<file path="src/rtl/tw_pat_pkg.sv">
package tw_pat_pkg;

    typedef enum logic [1:0] {
        ST_IDLE  = 2'd0,
        ST_ARMED = 2'd1,
        ST_FRAME = 2'd2
    } det_state_e;

    typedef enum logic [2:0] {
        OC_NONE      = 3'd0,
        OC_START     = 3'd1,
        OC_START_CRC = 3'd2,
        OC_OCCUPY    = 3'd3,
        OC_RESET     = 3'd4,
        OC_FRAME_ERR = 3'd5
    } outcome_e;

endpackage

</file>
<file path="src/rtl/tw_sync_edge.sv">
module tw_sync_edge #(
    parameter int unsigned STAGES      = 2,
    parameter bit          DETECT_RISE = 1'b1
) (
    input  logic clk,
    input  logic rst_n,
    input  logic line_i,
    output logic level_o,
    output logic edge_o
);
    logic [STAGES-1:0] chain_q;
    logic              prev_q;

    // Open-drain lines idle high, so every flop resets to 1.
    always_ff @(posedge clk or negedge rst_n) begin
        if (!rst_n) begin
            chain_q <= '1;
            prev_q  <= 1'b1;
        end else begin
            chain_q <= {chain_q[STAGES-2:0], line_i};
            prev_q  <= chain_q[STAGES-1];
        end
    end

    assign level_o = chain_q[STAGES-1];

    generate
        if (DETECT_RISE) begin : g_rise
            assign edge_o = level_o & ~prev_q;
        end else begin : g_fall
            assign edge_o = ~level_o & prev_q;
        end
    endgenerate

endmodule

</file>
<file path="src/rtl/tw_pat_counter.sv">
module tw_pat_counter #(
    parameter int unsigned CNT_W = 4
) (
    input  logic             clk,
    input  logic             rst_n,
    input  logic             clr_i,
    input  logic             inc_i,
    output logic [CNT_W-1:0] count_o
);
    localparam logic [CNT_W-1:0] CNT_MAX = {CNT_W{1'b1}};

    logic [CNT_W-1:0] cnt_q;

    always_ff @(posedge clk or negedge rst_n) begin
        if (!rst_n) begin
            cnt_q <= '0;
        end else if (clr_i) begin
            cnt_q <= '0;
        end else if (inc_i && (cnt_q != CNT_MAX)) begin
            cnt_q <= cnt_q + 1'b1;
        end
    end

    assign count_o = cnt_q;

    // a full counter holds its value instead of wrapping
    assert_no_wrap_R7: assert property (@(posedge clk) disable iff (!rst_n)
        (count_o == CNT_MAX && inc_i && !clr_i) |=> (count_o == CNT_MAX));

    // a clear request leaves the counter at zero
    assert_clear_R3: assert property (@(posedge clk) disable iff (!rst_n)
        clr_i |=> (count_o == '0));

endmodule

</file>
<file path="src/rtl/tw_pattern_detector.sv">
module tw_pattern_detector #(
    parameter int unsigned SYNC_STAGES = 2,
    parameter int unsigned CNT_W       = 4,
    parameter int unsigned START_CNT   = 4,
    parameter int unsigned CRC_CNT     = 6,
    parameter int unsigned OCC_CNT     = 8,
    parameter int unsigned RESET_MIN   = 14
) (
    input  logic clk,
    input  logic rst_n,
    input  logic line_a_i,
    input  logic line_b_i,
    input  logic frame_done_i,
    output logic start_o,
    output logic start_crc_o,
    output logic occupy_o,
    output logic bus_reset_o,
    output logic frame_err_o,
    output logic frame_open_o
);
    import tw_pat_pkg::*;

    localparam logic [CNT_W-1:0] START_C = CNT_W'(START_CNT);
    localparam logic [CNT_W-1:0] CRC_C   = CNT_W'(CRC_CNT);
    localparam logic [CNT_W-1:0] OCC_C   = CNT_W'(OCC_CNT);
    localparam logic [CNT_W-1:0] RESET_C = CNT_W'(RESET_MIN);

    logic             a_lvl, a_rise;
    logic             b_lvl, b_fall;
    logic             cnt_clr, cnt_inc;
    logic [CNT_W-1:0] cnt;
    det_state_e       state_q, state_d;
    outcome_e         outcome;

    tw_sync_edge #(.STAGES(SYNC_STAGES), .DETECT_RISE(1'b1)) u_sync_a (
        .clk(clk), .rst_n(rst_n), .line_i(line_a_i),
        .level_o(a_lvl), .edge_o(a_rise)
    );

    tw_sync_edge #(.STAGES(SYNC_STAGES), .DETECT_RISE(1'b0)) u_sync_b (
        .clk(clk), .rst_n(rst_n), .line_i(line_b_i),
        .level_o(b_lvl), .edge_o(b_fall)
    );

    tw_pat_counter #(.CNT_W(CNT_W)) u_count (
        .clk(clk), .rst_n(rst_n), .clr_i(cnt_clr), .inc_i(cnt_inc),
        .count_o(cnt)
    );

    // Next state and outcome decision
    always_comb begin
        state_d = state_q;
        outcome = OC_NONE;
        cnt_clr = 1'b0;
        cnt_inc = 1'b0;
        unique case (state_q)
            ST_IDLE: begin
                cnt_clr = 1'b1;
                if (!a_lvl && b_lvl) begin
                    state_d = ST_ARMED;
                end
            end
            ST_ARMED: begin
                if (a_rise) begin
                    state_d = ST_IDLE;
                    if (!b_lvl) begin
                        outcome = OC_FRAME_ERR;
                    end else if (cnt == START_C) begin
                        outcome = OC_START;
                        state_d = ST_FRAME;
                    end else if (cnt == CRC_C) begin
                        outcome = OC_START_CRC;
                        state_d = ST_FRAME;
                    end else if (cnt == OCC_C) begin
                        outcome = OC_OCCUPY;
                    end else if (cnt >= RESET_C) begin
                        outcome = OC_RESET;
                    end else begin
                        outcome = OC_FRAME_ERR;
                    end
                end else begin
                    cnt_inc = b_fall;
                end
            end
            ST_FRAME: begin
                if (frame_done_i) begin
                    state_d = ST_IDLE;
                end
            end
            default: state_d = ST_IDLE;
        endcase
    end

    // State register
    always_ff @(posedge clk or negedge rst_n) begin
        if (!rst_n) begin
            state_q <= ST_IDLE;
        end else begin
            state_q <= state_d;
        end
    end

    // Registered outcome strobes
    always_ff @(posedge clk or negedge rst_n) begin
        if (!rst_n) begin
            start_o     <= 1'b0;
            start_crc_o <= 1'b0;
            occupy_o    <= 1'b0;
            bus_reset_o <= 1'b0;
            frame_err_o <= 1'b0;
        end else begin
            start_o     <= (outcome == OC_START);
            start_crc_o <= (outcome == OC_START_CRC);
            occupy_o    <= (outcome == OC_OCCUPY);
            bus_reset_o <= (outcome == OC_RESET);
            frame_err_o <= (outcome == OC_FRAME_ERR);
        end
    end

    assign frame_open_o = (state_q == ST_FRAME);

    // outcomes are mutually exclusive
    assert_onehot_R10: assert property (@(posedge clk) disable iff (!rst_n)
        $onehot0({start_o, start_crc_o, occupy_o, bus_reset_o, frame_err_o}));

    // start strobe lasts one cycle and coincides with an open frame
    assert_start_pulse_R4: assert property (@(posedge clk) disable iff (!rst_n)
        start_o |=> !start_o);
    assert_start_opens_R4: assert property (@(posedge clk) disable iff (!rst_n)
        start_o |-> frame_open_o);

    // CRC start also opens the frame
    assert_crc_opens_R5: assert property (@(posedge clk) disable iff (!rst_n)
        start_crc_o |-> frame_open_o);

    // occupancy never opens the frame
    assert_occ_closed_R6: assert property (@(posedge clk) disable iff (!rst_n)
        occupy_o |-> !frame_open_o);

    // frame stays open until the receiver releases it
    assert_frame_hold_R9: assert property (@(posedge clk) disable iff (!rst_n)
        (frame_open_o && !frame_done_i) |=> frame_open_o);

    // no outcome while a frame is open
    assert_quiet_in_frame_R9: assert property (@(posedge clk) disable iff (!rst_n)
        (frame_open_o && $past(frame_open_o)) |->
            !(start_o || start_crc_o || occupy_o || bus_reset_o || frame_err_o));

endmodule

</file>
<file path="config.mk">
export PLATFORM = sky130hd
export DESIGN_NAME = tw_pattern_detector
export DESIGN_NICKNAME = d
export VERILOG_FILES = /design/src/rtl/tw_pat_pkg.sv /design/src/rtl/tw_sync_edge.sv /design/src/rtl/tw_pat_counter.sv /design/src/rtl/tw_pattern_detector.sv
export SDC_FILE = /design/constraint.sdc
export NUM_CORES = 1
export LEC_CHECK = 0
export BUFFER_PORTS_ARGS = -buffer_cell sky130_fd_sc_hd__buf_2
export CAP_MARGIN = 20
export CORE_UTILIZATION = 55
export DETAILED_ROUTE_END_ITERATION = 10
export PLACE_DENSITY = 0.76
export SLEW_MARGIN = 20
export SYNTH_ARGS = -nofsm -noshare
export SYNTH_HDL_FRONTEND = slang
export SYNTH_SLANG_ARGS = --single-unit
</file>
<file path="constraint.sdc">
create_clock -name clk -period 3.9 [get_ports clk]
set_clock_uncertainty 0.05 [all_clocks]
set_input_delay 0.195 -clock clk [delete_from_list [all_inputs] [get_ports clk]]
set_output_delay 0.195 -clock clk [all_outputs]
set_load 0.005 [all_outputs]
</file>
==> impl_metrics.tcl <==
set metrics [dict create \
    dieArea_um2 1646 \
    dieHeight_um 40.57 \
    cp.depth 5 \
    drcViolationCount 0 \
    cellPowerDensity_nw_per_um2 345.0 \
    endpoint_kind "flip-flop" \
    yosysTopAreaCellShare_pct 33.64 \
    synth-edff-count 0 \
    yosysWarnings 0 \
    root_buffer "clkbuf_4" \
    clk_latency_ns 0.28 \
    hold_viol 0 \
    whs_endpoint "state_q[1]$_DFFE_PN0P_" \
    drive_gt1_share_pct 28.24 \
    dr_total_vias 570 \
    leakagePower_nw 0.4409 \
    grt_pass1_wl_um 1994 \
    wl_per_cell_um 13.77 \
    cts_sinks 17 \
    hold_depth 3 \
    reg2reg_from "u_count.count_o[1]$_DFFE_PN0P_" \
    fin_ws_ns 2.265 \
    ant_nets 0 \
    seqCellArea_um2 432.9 \
    hold_path.class "input port to flip-flop" \
    syn_nets 77 \
    synth_area_um2 818.3 \
    rsz0062_at_grt "false" \
    clk_pin_slew_ns 0.09 \
    r2r_cells 5 \
    peakVddDrop_uv 227.2 \
    worst_ep_required_time_ns 4.03 \
    fin_util_pct 69.05 \
    fin_crit_sh_pct 41.93 \
    drt_first_pass_iters 4 \
    cap_violations 0 \
    grt_pass1_vias 482 \
    hp-start "frame_done_i" \
    grtUsageTotal_pct 18.79 \
    grt_max_degree 18 \
    hpwl_um 973.6 \
    core_um2 1350 \
    fin_tns_setup_ns 0 \
    final_nets 94 \
    gr-total-overflow 0 \
    drt_wl_total_um 1377 \
    netlist_top_cells_area "dfrtp_1, dfstp_2, ha_1" \
    cp_max_fo 7 \
    path_buf_inv 1 \
    avgSynthCellArea_um2 11.86 \
    portBuffers 10 \
    crit_path_max_incr_delay_ns 0.45 \
    place_congestion 0.8152 \
    clockBufferDepth 2 \
    reg2reg_setup_slack_ns 2.26 \
    area_growth_pct 13.91 \
    synth-seq-area-share_pct 52.91 \
    cts_buffers 3 \
    synthFlopType "dfrtp_1" \
    finalSetupViolCount 0 \
    crit_chain "inv_1 > ha_1 > and3b_1 > o21bai_4 > a2111oi_2" \
    start_util_pct 60.61 \
    rr_endpoint "bus_reset_o$_DFF_PN0_" \
    antenna_found_initial 0 \
    cp_slowest_cell "dfrtp_1" \
    status "finished, final reports clean" \
    synth.distinct_cells 32 \
    worst_pin_slew_ns 0.3726 \
    dpl_cell_area_um2 875.8 \
    relSlewSlack_pct 75.16 \
    post-route-min-period_ns 1.635 \
    arrival_ns 1.76 \
    die_width_um 40.57 \
    cts_tree "yes" \
    critPathKind "flip-flop to flip-flop" \
    io_pins 11 \
    ys_ff_latch 17 \
    synth_cells 69 \
    maxSlewViolCount 0 \
    htree_levels 1 \
    fmax_mhz 611.6 \
    critPathTopFamily "compound AO/OA/AOI/OAI gates" \
    place_ws_ns 2.277 \
    power_mw 0.3216 \
    final_area_um2 932.1 \
    postCtsResizedCells 0 \
    fp-row-count 13 \
    synthArstFlopShare_pct 100.0 \
    fill_cells 108 \
    multi_input_area_um2 351.6 \
    crit_path_start_kind "flip-flop" \
    synth_top_cell_by_area "dfrtp_1" \
    viasPerCell 5.700 \
    antennaDiodeCount 0 \
    drt_iter0_drc 8 \
]
-- metal layers --
layer	part of all wire (%)	routed length, um	up-vias	GRT usage (%)
li1	-	-	279	-
met1	46	635	273	24.13
met2	48	667	16	30.95
met3	4.4	61	2	3.333
met4	0.94	13	0	7.500
met5	0	0	-	0
-- sequential cells by signal, summed over array words and instances (netlist names) --
signal and count:
bus_reset_o 1, start_crc_o 1, u_sync_a.prev_q 1, frame_err_o 1, u_sync_b.chain_q 2, u_sync_a.chain_q 2, state_q 2, start_o 1
occupy_o 1, u_sync_b.prev_q 1, u_count.count_o 4
-- tightest hold or removal path, delay by kind of cell --
family | cells | cell delay, ns
AO/OA/AOI/OAI | 1 | 0.11
buffers and inverters | 2 | 0.13
-- synthesized netlist by cell type (all sizes together) (2+ instances only) --
cell type and instances:
a21oi 2, and2 2, dfrtp 11, dfstp 6, ha 3, inv 6, mux2i 3, nand2 4
nand2b 2, nand4 3, nor2 3, nor2b 4
-- logic make-up after synthesis --
kind of cell               synth area share (%)
and+or+nand+nor                           20.18
muxes                                     5.046
adders and majority gates                 4.588
buffers and inverters                     4.128
DFF                                       52.90
AOI/OAI and AO/OA                         13.15
-- power breakdown --
part           leakage [nW]  switching [mW]  internal, mW
combinational         0.213          0.0222        0.0148
clock                0.0150          0.0518        0.0396
sequential            0.213         0.00717         0.186
-- repair_timing --
item,CTS,global route
hold buffers,3,0
setup buffers,0,0
endpoints found under the hold margin,13,0
-- cells in the final DEF (no fill, tap or decap), types with 3 or more instances in the layout --
master	instances
nor2b_1	4
ha_1	3
mux2i_1	3
inv_1	6
nand4_1	3
dfstp_2	6
dfrtp_1	11
buf_2	10
nor2_1	3
dlygate4sd3_1	3
nand2_1	4
clkbuf_4	3
-- cell type report --
type / instances / share of cell area [%]
Sequential cell: 17 / 46.44
Multi-Input combinational cell: 45 / 37.72
Timing Repair Buffer: 13 / 8.591
Clock buffer: 4 / 2.819
Inverter: 6 / 2.416
Tap cell: 15 / 2.013
-- worst max path at each step --
stage / startpoint / to
after floorplan: u_count.count_o[1]$_DFFE_PN0P_ / bus_reset_o$_DFF_PN0_
after global placement: u_count.count_o[1]$_DFFE_PN0P_ / bus_reset_o$_DFF_PN0_
after detailed placement: u_count.count_o[1]$_DFFE_PN0P_ / bus_reset_o$_DFF_PN0_
after CTS: u_count.count_o[1]$_DFFE_PN0P_ / bus_reset_o$_DFF_PN0_
after global routing: u_count.count_o[1]$_DFFE_PN0P_ / bus_reset_o$_DFF_PN0_
final: u_count.count_o[1]$_DFFE_PN0P_ / bus_reset_o$_DFF_PN0_
-- through the flow --
stage | std cells | hold slack [ns]
finish | 100 | 0.1445
CTS | 100 | 0.1420
floorplan | 69 | -0.1506
global route | 100 | 0.1576
global placement | 93 | 0.07471
detailed placement | 93 | 0.07950
Power figures use the tool's default switching activity.
